**src/rtl/sync_ctrl_pkg.sv**
```systemverilog
package sync_ctrl_pkg;

    typedef enum logic [1:0] {
        BK_NONE  = 2'b00,
        BK_MEM   = 2'b01,
        BK_INSTR = 2'b10,
        BK_RSVD  = 2'b11
    } bar_kind_e;

    typedef enum logic [1:0] {
        ST_IDLE  = 2'b00,
        ST_DRAIN = 2'b01,
        ST_FLUSH = 2'b10
    } sync_state_e;

    localparam int unsigned INSTR_BYTES = 4;

    function automatic logic is_barrier(input bar_kind_e k);
        return (k == BK_MEM) || (k == BK_INSTR);
    endfunction

endpackage

```
**src/rtl/sync_fsm.sv**
```systemverilog
module sync_fsm
    import sync_ctrl_pkg::*;
#(
    parameter int unsigned CNT_W = 4
) (
    input  logic             clk,
    input  logic             rst,
    input  logic             bar_valid,
    input  bar_kind_e        bar_kind,
    input  logic [CNT_W-1:0] mem_pending,
    input  logic             pipe_empty,
    output logic             accept,
    output logic             stall,
    output logic             flush
);

    sync_state_e state_q, state_d;
    bar_kind_e   kind_q;
    logic        mem_drained;

    assign mem_drained = (mem_pending == '0);
    assign accept      = (state_q == ST_IDLE) && bar_valid && is_barrier(bar_kind);
    assign stall       = accept || (state_q != ST_IDLE);
    assign flush       = (state_q == ST_DRAIN) && (kind_q == BK_INSTR) && pipe_empty;

    always_comb begin
        state_d = state_q;
        unique case (state_q)
            ST_IDLE:  if (accept) state_d = ST_DRAIN;
            ST_DRAIN: begin
                if (kind_q == BK_MEM) begin
                    if (mem_drained) state_d = ST_IDLE;
                end else if (pipe_empty) begin
                    state_d = ST_FLUSH;
                end
            end
            ST_FLUSH: state_d = ST_IDLE;
            default:  state_d = ST_IDLE;
        endcase
    end

    always_ff @(posedge clk) begin
        if (rst) begin
            state_q <= ST_IDLE;
            kind_q  <= BK_NONE;
        end else begin
            state_q <= state_d;
            if (accept) kind_q <= bar_kind;
        end
    end

    AST_FLUSH_PULSE: assert property (@(posedge clk) disable iff (rst)
        flush |=> !flush);
    AST_FLUSH_THEN_STALL: assert property (@(posedge clk) disable iff (rst)
        flush |=> stall);
    AST_MEM_HOLD: assert property (@(posedge clk) disable iff (rst)
        (state_q == ST_DRAIN && kind_q == BK_MEM && !mem_drained) |=> stall);
    AST_MEM_NO_FLUSH: assert property (@(posedge clk) disable iff (rst)
        (kind_q == BK_MEM) |-> !flush);

endmodule

```
**src/rtl/refetch_addr.sv**
```systemverilog
module refetch_addr
    import sync_ctrl_pkg::*;
#(
    parameter int unsigned PC_W = 32
) (
    input  logic            clk,
    input  logic            rst,
    input  logic            capture,
    input  logic [PC_W-1:0] bar_pc,
    output logic [PC_W-1:0] next_pc
);

    localparam logic [PC_W-1:0] STEP = PC_W'(INSTR_BYTES);

    logic [PC_W-1:0] addr_q;

    always_ff @(posedge clk) begin
        if (rst)          addr_q <= '0;
        else if (capture) addr_q <= bar_pc + STEP;
    end

    assign next_pc = addr_q;

    AST_REFETCH_HOLD: assert property (@(posedge clk) disable iff (rst)
        !capture |=> $stable(addr_q));

endmodule

```
**src/rtl/resv_tracker.sv**
```systemverilog
module resv_tracker (
    input  logic clk,
    input  logic rst,
    input  logic lr_exec,
    input  logic sc_exec,
    output logic resv_valid
);

    logic resv_q;

    always_ff @(posedge clk) begin
        if (rst)          resv_q <= 1'b0;
        else if (sc_exec) resv_q <= 1'b0;
        else if (lr_exec) resv_q <= 1'b1;
    end

    assign resv_valid = resv_q;

    AST_SC_CLEARS: assert property (@(posedge clk) disable iff (rst)
        sc_exec |=> !resv_valid);
    AST_LR_SETS: assert property (@(posedge clk) disable iff (rst)
        (lr_exec && !sc_exec) |=> resv_valid);

endmodule

```
**src/rtl/pipe_sync_ctrl.sv**
```systemverilog
module pipe_sync_ctrl
    import sync_ctrl_pkg::*;
#(
    parameter int unsigned PC_W  = 32,
    parameter int unsigned CNT_W = 4
) (
    input  logic             clk,
    input  logic             rst,
    input  logic             bar_valid,
    input  logic [1:0]       bar_kind,
    input  logic [PC_W-1:0]  bar_pc,
    input  logic [CNT_W-1:0] mem_pending,
    input  logic             pipe_empty,
    input  logic             lr_exec,
    input  logic             sc_exec,
    output logic             issue_stall,
    output logic             fetch_flush,
    output logic [PC_W-1:0]  refetch_pc,
    output logic             resv_valid
);

    logic accept;

    sync_fsm #(.CNT_W(CNT_W)) u_fsm (
        .clk        (clk),
        .rst        (rst),
        .bar_valid  (bar_valid),
        .bar_kind   (bar_kind_e'(bar_kind)),
        .mem_pending(mem_pending),
        .pipe_empty (pipe_empty),
        .accept     (accept),
        .stall      (issue_stall),
        .flush      (fetch_flush)
    );

    refetch_addr #(.PC_W(PC_W)) u_refetch (
        .clk    (clk),
        .rst    (rst),
        .capture(accept),
        .bar_pc (bar_pc),
        .next_pc(refetch_pc)
    );

    resv_tracker u_resv (
        .clk       (clk),
        .rst       (rst),
        .lr_exec   (lr_exec),
        .sc_exec   (sc_exec),
        .resv_valid(resv_valid)
    );

    AST_NO_FLUSH_UNSTALLED: assert property (@(posedge clk) disable iff (rst)
        !issue_stall |-> !fetch_flush);

endmodule

```
**config.mk**
```make
export PLATFORM = sky130hd
export DESIGN_NAME = pipe_sync_ctrl
export DESIGN_NICKNAME = d
export VERILOG_FILES = /design/src/rtl/sync_ctrl_pkg.sv /design/src/rtl/sync_fsm.sv /design/src/rtl/refetch_addr.sv /design/src/rtl/resv_tracker.sv /design/src/rtl/pipe_sync_ctrl.sv
export SDC_FILE = /design/constraint.sdc
export NUM_CORES = 1
export LEC_CHECK = 0
export ABC_AREA = 0
export BUFFER_PORTS_ARGS = -buffer_cell sky130_fd_sc_hd__buf_2
export CAP_MARGIN = 20
export CELL_PAD_IN_SITES_DETAIL_PLACEMENT = 0
export CELL_PAD_IN_SITES_GLOBAL_PLACEMENT = 1
export CORE_MARGIN = 1.5
export CORE_UTILIZATION = 39
export CTS_BUF_LIST = sky130_fd_sc_hd__clkbuf_8
export CTS_CLUSTER_DIAMETER = 80
export CTS_CLUSTER_SIZE = 28
export DETAILED_ROUTE_END_ITERATION = 8
export PLACE_DENSITY_LB_ADDON = 0.3
export SLEW_MARGIN = 20
export SYNTH_ARGS = -nofsm -noshare
export SYNTH_HDL_FRONTEND = slang
export SYNTH_SLANG_ARGS = --single-unit
```
**constraint.sdc**
```tcl
create_clock -name clk -period 3.9 [get_ports clk]
set_input_delay 0.39 -clock clk [delete_from_list [all_inputs] [get_ports clk]]
set_output_delay 0.39 -clock clk [all_outputs]
set_load 0.005 [all_outputs]
```
# After elaboration in Yosys (flattened, before gate mapping)
# Cells that the tools add are included.
[word_totals]
ff_bits = 37
latch_bits = 0
mem_bits_rw = 0
rom_bits = 0
in_bits = 44
output_inout_bits = 35
elab_cells = 29
mem_count = 0
[op_classes]
addsub = 1
mul = 0
n_div = 0
magnitude_cmp = 0
n_eq_ne = 8
shifts = 0
muxes = 5
n_bitwise = 0
n_reduce_logical = 11
[ops]
columns = ["cell", "n"]
rows = [
  ["32-bit by 3-bit adder with 32-bit output (second input constant)", 1],
  ["2-bit two-way mux", 4],
  ["2-bit by 1-bit == test with 1-bit output (second input constant)", 3],
  ["2-bit == test (second input constant)", 2],
  ["1-bit logical AND", 4],
  ["4-bit zero test", 1],
  ["2-bit one-hot mux with 2 select lines", 1],
  ["3-bit by 2-bit != test with 1-bit output (second input constant)", 1],
  ["3-bit != test (second input constant)", 1],
  ["3-bit AND reduction", 1],
  ["2-bit zero test", 1],
  ["1-bit logical OR", 2],
  ["2-bit by 1-bit != test with 1-bit output (second input constant)", 1],
  ["2-bit nonzero test", 1],
  ["2-bit OR reduction", 1],
]

# Logic depth before layout (Yosys ltp)
# Gate-level depths: netlist (run 1).
[depth]
word_depth = 5
mapped_depth = 7
mapped_depth_nobuf = 5

# Hierarchy
# From an unflattened synthesis (run 1), not the netlist that was laid out.
[unflattened]
cells_unflattened = 240
hier_area_um2 = 1999.4
[modules_own_cells]
columns = ["mod", "n_inst", "cells_per_inst", "area_each_um2", "seq_area_each_um2"]
rows = [
  ["refetch_addr", 1, 210, 1735.4, 640.6],
  ["sync_fsm", 1, 27, 230.2, 80.1],
  ["resv_tracker", 1, 3, 33.8, 20.0],
]

# Worst setup path before layout (run 1)
# Ideal clock, no wire load.
[synth_timing]
path_type = "input port to flip-flop"
start = "in bar_pc[2]"
end = "reg u_refetch.addr_q[22] (netlist: u_refetch.next_pc[22])"
setup_ns = 0.088
arrival_time_ns = 1.849
t_required_ns = 3.812
setup_slack_ns = 1.963
cell_stages = 7
n_path_buf = 2
path_cell_list = "ha_1 and3_1 buf_2 nand4_4 buf_6 or4_1 a311oi_2"
[synth_between]
elab_chain_cells = 1
[synth_rtl]
columns = ["item", "line_no", "text"]
rows = [
  ["from (decl)", "pipe_sync_ctrl.sv:11", "input logic [PC_W-1:0] bar_pc,"],
  ["32-bit by 3-bit adder with 32-bit output", "refetch_addr.sv:19", "else if (capture) addr_q <= bar_pc + STEP;"],
  ["to (signal assigned)", "refetch_addr.sv:19", ""],
  ["to (decl)", "refetch_addr.sv:15", "logic [PC_W-1:0] addr_q;"],
]
# Every way passes these cells.
# A chain may end at the register's enable or synchronous reset.

# Worst setup path in the final report (run 1)
[layout_timing]
start = "reg u_fsm.state_q[0]"
end = "reg u_refetch.addr_q[11] (netlist: u_refetch.next_pc[11])"
[layout_between]
elab_chain_cells = 3
[layout_rtl]
columns = ["item", "line_no", "text"]
rows = [
  ["from (decl)", "sync_fsm.sv:17", "sync_state_e state_q, state_d;"],
  ["from (signal assigned)", "sync_fsm.sv:47", "state_q <= state_d;"],
  ["2-bit zero test", "sync_fsm.sv:22", "assign accept = (state_q == ST_IDLE) && bar_valid && is_barrier(bar_kind);"],
  ["1-bit logical AND (2 in series)", "sync_fsm.sv:22", ""],
]
# Every way passes these cells.

==> impl_metrics.tcl, run 1 <==
set metrics [dict create \
    outcome "finished, final reports clean" \
    gp_congestion 0.762 \
    synth_nets 284 \
    reg2reg_depth 5 \
    grt_max_degree 39 \
    path_delay_family "simple AND/OR/NAND/NOR gates" \
    viasPerCell 5.36 \
    grt_overflow 0 \
    gr-usage-all-layers 0.188 \
    dr.pass1.iters 4 \
    worstReg2RegEnd "u_refetch.next_pc[11]$_SDFFE_PP0P_" \
    drcViolationCount 0 \
    syn_inst 239 \
    ctsLongestPathBuffers 2 \
    root_buffer "clkbuf_8" \
    setup-violations-final 0 \
    critPathMaxStageDelay_ps 620 \
    setup_tns_ps 0 \
    nets 355 \
    r2r_slack_ps 1670 \
    crit_arrival_ps 2430 \
    ys_warn_count 0 \
    cts_hold_buffers 0 \
    synthDistinctLibCells 41 \
    ys_seq_area_frac 0.369 \
    num_antenna_cells 0 \
    timing_worst_setup_path_type "reg2reg" \
    worstHoldStart "sc_exec" \
    htree_levels 2 \
    worstReg2RegStart "u_fsm.state_q[0]$_SDFFE_PP0P_" \
    clock-sinks 37 \
    die-area_mm2 0.00559 \
    first_iter_violations 88 \
    slew_viol_final 0 \
    cts_setup_buffers 0 \
    ir_worst_vdd_uv 249 \
    start_util 0.414 \
    worst-path-buf-inv 1 \
    crit_chain "or3b_2, nor2_4, buf_4, nor2_1, a211oi_1" \
    holdPathEnd "u_resv.resv_valid$_SDFFE_PP0P_" \
    drt-total-wl_mm 5.05 \
    min_delay_path_depth 2 \
    antenna_found_initial 0 \
    numCtsBuffers 5 \
    drv_cap 0 \
    yosysMostFrequentCell "dfxtp_1" \
    synth.area.top_cells "dfxtp_1 (37%), nor2_1 (6.5%), a211oi_1 (6.0%)" \
    core-area_mm2 0.00485 \
    tightest_slew_ps 782 \
    max-slew-margin-rel 0.478 \
    ys_seq_elements 37 \
    worstPathRequired_ps 4100 \
    end_kind "flip-flop" \
    grt_pass1_vias 1712 \
    p_leak_uw 0.00101 \
    syn_avg_cell_area_um2 8.40 \
    path_clk_slew_ps 70 \
    synth_top_area_cell "dfxtp_1" \
    ant_nets 0 \
    fp.dieH_um 74.8 \
    dr_total_vias 2025 \
    yosysTopAreaCellShare 0.369 \
    grt_first_pass_wirelength_mm 8.14 \
    cp_slowest_cell "nor2_4" \
    post-dp-hpwl_mm 3.80 \
    finalHoldViolations 0 \
    wl_per_cell_um 13.4 \
    clock_latency_ps 290 \
    worstPathMaxFanout 37 \
    start_kind "flip-flop" \
    fmax_ghz 0.449 \
    drive_gt1_frac 0.305 \
    io_pins 79 \
    async_flop_share 0 \
    area_growth_pct 25.4 \
    synth_edf_count 0 \
    num_rows 25 \
    port_buffers 78 \
    power_density_mw_per_mm2 358 \
    synth_ff_type "dfxtp_1" \
    die_x_um 74.8 \
    min_path_type "in2reg" \
    synth_area_mm2 0.00201 \
    cts_tree "yes" \
    min_period_ps 2230 \
    fill_cells 491 \
    rsz0062_at_grt "no" \
    ctsResizeCount 0 \
    fin_util 0.519 \
    period_share 0.571 \
    finClkSkew_ps 4.81 \
    synth_common_cells "dfxtp_1 (37), nor2_1 (35), nand2_1 (18)" \
]
-- state kept, by name, indices dropped and copies added (netlist names) --
name	flops
u_resv.resv_valid	1
u_fsm.state_q	2
u_fsm.kind_q	2
u_refetch.next_pc	32
-- power breakdown --
| group | internal, µW | switching [µW] |
|---|---|---|
| clock network | 160 | 133 |
| logic | 80.7 | 101 |
| registers | 411 | 17.6 |
-- area by class of cell --
type	instances	area (µm²)	share of cell area
flip-flops and latches	37	741	0.294
clock buffers	7	96.3	0.0383
clock inverters	1	5.00	0.00199
well taps	67	83.8	0.0333
inverters	2	7.51	0.00298
multi-input cells	185	1190	0.471
repair buffers	79	398	0.158
-- placed cells by master (no fill, tap or decap), types with 2 or more instances in the layout --
cell	count
buf_2	78
o31ai_1	8
nand4_1	9
xor2_1	8
nor3_1	4
or4_1	8
dfxtp_1	37
a211oi_1	16
and3_1	3
a311oi_1	9
inv_1	2
o31a_1	2
a311oi_2	2
or3_1	5
nor2b_1	2
xnor2_1	8
nor3b_1	2
and4_1	5
a21oi_1	7
nor4_1	5
o21ai_0	5
clkbuf_8	7
nor2_1	34
nand3_1	11
nand2_1	18
-- worst max-delay path by stage --
stage,startpoint,endpoint,cells past startpoint
floorplan,bar_pc[2],u_refetch.next_pc[22]$_SDFFE_PP0P_,7
global placement,bar_valid,u_refetch.next_pc[7]$_SDFFE_PP0P_,6
detailed placement,bar_valid,u_refetch.next_pc[12]$_SDFFE_PP0P_,6
CTS,u_fsm.state_q[0]$_SDFFE_PP0P_,u_refetch.next_pc[11]$_SDFFE_PP0P_,5
global route,u_fsm.state_q[0]$_SDFFE_PP0P_,u_refetch.next_pc[25]$_SDFFE_PP0P_,5
finish,u_fsm.state_q[0]$_SDFFE_PP0P_,u_refetch.next_pc[11]$_SDFFE_PP0P_,5
-- cell families after synthesis --
family          share of synthesized area
compound gates                      0.206
mux                               0.00498
simple gates                        0.300
xor+xnor                           0.0698
flops                               0.369
fa+ha+maj                         0.00623
buf+inv                            0.0436
-- stage by stage --
stage	total power [µW]	hold WS [ps]	setup WS (ps)	area, µm²	instances
6_report	902	261	1670	2520	378
3_3_place_gp	617	444	1570	2420	370
2_1_floorplan	534	453	1960	2010	239
4_1_cts	912	256	1670	2520	378
3_5_place_dp	620	447	1520	2420	370
5_1_grt	963	250	1470	2520	378
-- routing by layer --
| metal | track usage | routed length, µm | vias to the layer above |
|---|---|---|---|
| met4 | 0.0424 | 19 | 0 |
| li1 | - | - | 1048 |
| met5 | 0 | 0 | - |
| met2 | 0.279 | 2190 | 73 |
| met3 | 0.0602 | 390 | 2 |
| met1 | 0.268 | 2450 | 902 |
(Power assumes the default switching activity.)
==> inputs of run 2 (changes only) <==
--- a/config.mk
+++ b/config.mk
@@ -11,7 +11,7 @@
 export CELL_PAD_IN_SITES_DETAIL_PLACEMENT = 0
 export CELL_PAD_IN_SITES_GLOBAL_PLACEMENT = 1
 export CORE_MARGIN = 1.5
-export CORE_UTILIZATION = 39
+export CORE_UTILIZATION = 32
 export CTS_BUF_LIST = sky130_fd_sc_hd__clkbuf_8
 export CTS_CLUSTER_DIAMETER = 80
 export CTS_CLUSTER_SIZE = 28
==> constraint.sdc (replaced) <==
create_clock -name clk -period 1.86 [get_ports clk]
set_input_delay 0.186 -clock clk [delete_from_list [all_inputs] [get_ports clk]]
set_output_delay 0.186 -clock clk [all_outputs]
set_load 0.005 [all_outputs]
==> run 2 against run 1 <==
Sequential power up 110%. First-iteration DRC count is 17% lower. Global-route usage shrank 1.8 points. Via count up 2.5%. Critical endpoint is now u_refetch.next_pc[21]$_SDFFE_PP0P_. Largest power group unchanged.
==> impl_metrics.tcl, run 2 (synthesis results as in run 1) <==
set metrics [dict create \
    outcome "finished, final reports clean" \
    dr.pass1.iters 4 \
    ant_nets 0 \
    min_period_ps 1760 \
    setup-violations-final 0 \
    setup_ws_ps 103 \
    worstPathRequired_ps 2050 \
    port_buffers 78 \
    path_clk_slew_ps 80 \
    finalHoldViolations 0 \
    viasPerCell 5.23 \
    power_density_mw_per_mm2 707 \
    final_cell_mix "buf_2 (78), dfxtp_1 (37), nor2_1 (34)" \
    p_leak_uw 0.00107 \
    htree_levels 2 \
    dr_total_vias 2075 \
    cts_tree "yes" \
    nets 366 \
    slew_viol_final 0 \
    antenna_found_initial 0 \
    start_kind "flip-flop" \
    drcViolationCount 0 \
    intPower_uw 1300 \
    gr-usage-all-layers 0.170 \
    finClkSkew_ps 8.04 \
    ctsLongestPathBuffers 2 \
    drive_gt1_frac 0.320 \
    post-place-ws_ps 62.8 \
    numCtsBuffers 5 \
    dp_cells 388 \
    max-slew-margin-rel 0.719 \
    ir_worst_vdd_uv 243 \
    gp_congestion 0.803 \
    num_rows 28 \
    start_util 0.335 \
    first_iter_violations 73 \
    fmax_ghz 0.569 \
    crit_path_start "u_fsm.state_q[0]$_SDFFE_PP0P_" \
    ctsResizeCount 0 \
    grt_first_pass_wirelength_mm 8.77 \
    clkPwrFrac 0.292 \
    grt_overflow 0 \
    min_path_type "in2reg" \
    core-area_mm2 0.00599 \
    fin_cells 397 \
    wl_per_cell_um 13.9 \
    rsz0062_at_grt "no" \
    power_frac_comb 0.224 \
    grt_pass1_vias 1921 \
    p_sw_uw 544 \
    swShare 0.294 \
    worstHoldStart "sc_exec" \
    die_x_um 82.2 \
    crit_arrival_ps 1950 \
    grt_max_degree 34 \
    end_kind "flip-flop" \
    worstReg2RegStart "u_fsm.state_q[0]$_SDFFE_PP0P_" \
    area_growth_pct 30.2 \
    clock_latency_ps 290 \
    fin_util 0.437 \
    clock-sinks 37 \
    post-dp-hpwl_mm 4.25 \
    num_antenna_cells 0 \
    layout_commonest_cell "buf_2" \
    holdWs_ps 55.0 \
    largest_register_ffs 32 \
    timing_worst_setup_path_type "reg2reg" \
    fp.dieH_um 82.2 \
    tightest_slew_ps 419 \
    p_seq_frac 0.484 \
    setup_tns_ps 0 \
    die-area_mm2 0.00676 \
    worstPathMaxFanout 24 \
    drv_cap 0 \
    root_buffer "clkbuf_8" \
    io_pins 79 \
    drt-total-wl_mm 5.53 \
    period_share 0.945 \
    cts_hold_buffers 0 \
]
## run 2: cell count changes in the layout (fill, tap and decap cells not counted), sizes merged
cell / before / now
buf: 79 / 90
clkbuf: 7 / 5
clkinv: 1 / 0
inv: 2 / 5
## run 2: per-layer routing
metal / vias to the layer above / global-route usage / wire length, µm / part of all wire
met2: 57 / 0.262 / 2420 / 0.44
met5: - / 0 / 0 / 0
met3: 4 / 0.0363 / 314 / 0.057
met4: 0 / 0.0712 / 53 / 0.0096
li1: 1081 / - / - / -
met1: 933 / 0.229 / 2730 / 0.49
## run 2: what timing repair did
action,4_1_cts,5_1_grt
buffers inserted,0,1
hold endpoints to repair,0,0
setup endpoints to repair,0,3
## run 2: worst paths after layout
path,end,slack [ps],depth (start not counted)
setup / recovery,u_refetch.next_pc[21]$_SDFFE_PP0P_,100,5
hold / removal,u_resv.resv_valid$_SDFFE_PP0P_,60,2
setup reg to reg,u_refetch.next_pc[21]$_SDFFE_PP0P_,100,5
hold reg to reg,u_refetch.next_pc[0]$_SDFFE_PP0P_,450,2
## run 2: metrics by stage
step	power [µW]	instance area (µm²)
global placement	1320	2530
CTS	1870	2610
floorplan	1120	2010
global route	1960	2620
detailed placement	1330	2530
finish	1850	2620
## run 2: power by group through the flow
stage	Sequential (µW)	Combinational [µW]	Clock, µW
final	895	413	540
after global routing	905	468	590
after floorplan	918	202	0
after CTS	896	416	558
after detailed placement	915	414	0
after global placement	913	412	0
## run 2: cell type report
type,instances,area (µm²)
flip-flops and latches,37,741
clock buffers,5,68.8
repair buffers,90,505
well taps,75,93.8
clock inverters,3,11.3
inverters,2,7.51
fillers,629,3380
multi-input cells,185,1190
## run 2: critical path, stage by stage, from the launching register on
cell      delay (ps)
dfxtp_1          330
or3b_2           540
nor2_4           260
buf_12           200
nor2_1            50
a311oi_1         260
==> inputs of run 3 (changes only) <==
--- a/config.mk
+++ b/config.mk
@@ -17,6 +17,7 @@
 export CTS_CLUSTER_SIZE = 28
 export DETAILED_ROUTE_END_ITERATION = 8
 export PLACE_DENSITY_LB_ADDON = 0.3
+export RECOVER_POWER = 50
 export SLEW_MARGIN = 20
 export SYNTH_ARGS = -nofsm -noshare
 export SYNTH_HDL_FRONTEND = slang
==> run 3 against run 2 <==
Register-to-register slack hardly changed. Count of clock-buffer cells in the layout stayed put. Non-clock buffer count stayed put. Core utilization is 0.52 points lower. Global-route usage stayed put. Largest cell class unchanged.
==> impl_metrics.tcl, run 3 (synthesis results as in run 1) <==
set metrics [dict create \
    dr.pass1.iters 4 \
    first_iter_violations 91 \
    drive_gt1_frac 0.248 \
    p_leak_uw 0.000980 \
    viasPerCell 5.23 \
    clock-sinks 37 \
    htree_levels 2 \
    fmax_ghz 0.567 \
    min_period_ps 1760 \
    dr_total_vias 2077 \
    worstPathRequired_ps 2040 \
    setup-violations-final 0 \
    rsz0062_at_grt "no" \
    critPathMaxStageDelay_ps 540 \
    ir_worst_vdd_uv 240 \
    max-slew-margin-rel 0.526 \
    gp_congestion 0.803 \
    antenna_found_initial 0 \
    outcome "finished, final reports clean" \
    grt_max_degree 34 \
    timing_worst_setup_path_type "reg2reg" \
    tightest_slew_ps 712 \
    start_util 0.335 \
    crit_arrival_ps 1950 \
    power_density_mw_per_mm2 712 \
    path_clk_slew_ps 80 \
    drt-total-wl_mm 5.53 \
    grt_overflow 0 \
    core-area_mm2 0.00599 \
    largest_register_ffs 32 \
    cts_setup_buffers 0 \
    cts_tree "yes" \
    worstPathMaxFanout 24 \
    layout_commonest_cell "buf_2" \
    wl_per_cell_um 13.9 \
    ctsResizeCount 0 \
    setup_tns_ps 0 \
    grt_pass1_vias 1921 \
    io_pins 79 \
    port_buffers 78 \
    num_antenna_cells 0 \
    numCtsBuffers 5 \
    holdWs_ps 54.9 \
    nets 366 \
    final-seq-area_um2 741 \
    area_growth_pct 28.7 \
    die-area_mm2 0.00676 \
    clock_latency_ps 290 \
    finalHoldViolations 0 \
    cp_slowest_cell "or3b_2" \
    end_kind "flip-flop" \
    drcViolationCount 0 \
    min_path_type "in2reg" \
    finClkSkew_ps 8.09 \
    fill_cells 637 \
    grt_first_pass_wirelength_mm 8.77 \
    gr-usage-all-layers 0.170 \
    root_buffer "clkbuf_8" \
    period_share 0.948 \
    slew_viol_final 0 \
    die_x_um 82.2 \
    ant_nets 0 \
    start_kind "flip-flop" \
    crit_chain "or3b_2, nor2_4, buf_12, nor2_1, a311oi_1" \
    final_cell_mix "buf_2 (55), dfxtp_1 (37), nor2_1 (34)" \
    num_rows 28 \
    fp.dieH_um 82.2 \
    cts_hold_buffers 0 \
    drv_cap 0 \
    multi_input_area_mm2 0.00119 \
    ctsLongestPathBuffers 2 \
    post-dp-hpwl_mm 4.25 \
]
run 3: changes by cell type in the layout (fill, tap and decap cells not counted), sizes merged:
cell | previous run | this run
clkbuf | 5 | 28
buf | 90 | 67
run 3: per-stage QoR:
stage	util	total power (µW)	setup WS [ps]	instances	cell area, µm²
finish	0.431	1840	97.4	397	2580
CTS	0.435	1870	82.4	396	2610
global route	0.431	1950	12.2	397	2580
floorplan	-	1120	127	239	2010
global placement	0.422	1320	114	388	2530
detailed placement	0.422	1330	62.8	388	2530
run 3: per-layer routing:
| metal | GRT usage | routed length [µm] |
|---|---|---|
| met1 | 0.229 | 2770 |
| met2 | 0.262 | 2450 |
| met3 | 0.0363 | 291 |
| met4 | 0.0712 | 19 |
| met5 | 0 | 0 |
run 3: worst max-delay path, delay by kind of cell (launching register included):
| family | cells | cell delay (ps) |
|---|---|---|
| compound gates | 1 | 260 |
| buf+inv | 1 | 200 |
| flops | 1 | 330 |
| simple gates | 3 | 850 |
run 3: path summary, 6_finish.rpt:
kind | slack, ps | cells after the start | end | start
min reg2reg | 450 | 2 | u_refetch.next_pc[0]$_SDFFE_PP0P_ | u_refetch.next_pc[0]$_SDFFE_PP0P_
max reg2reg | 100 | 5 | u_refetch.next_pc[21]$_SDFFE_PP0P_ | u_fsm.state_q[0]$_SDFFE_PP0P_
max | 100 | 5 | u_refetch.next_pc[21]$_SDFFE_PP0P_ | u_fsm.state_q[0]$_SDFFE_PP0P_
min | 50 | 2 | u_resv.resv_valid$_SDFFE_PP0P_ | sc_exec
run 3: cell type report:
cell class                 instances  area share
clock buffer                       5      0.0266
tap                               75      0.0363
inverter                           2     0.00291
sequential                        37       0.287
timing repair buffer              90       0.184
multi-input combinational        185       0.460
clock inverter                     3     0.00436
run 3: where the power goes:
group          internal [µW]  total, µW  switching [µW]
sequential               861        897            36.2
clock                    250        539             289
combinational            182        402             220
total                   1290       1840             545
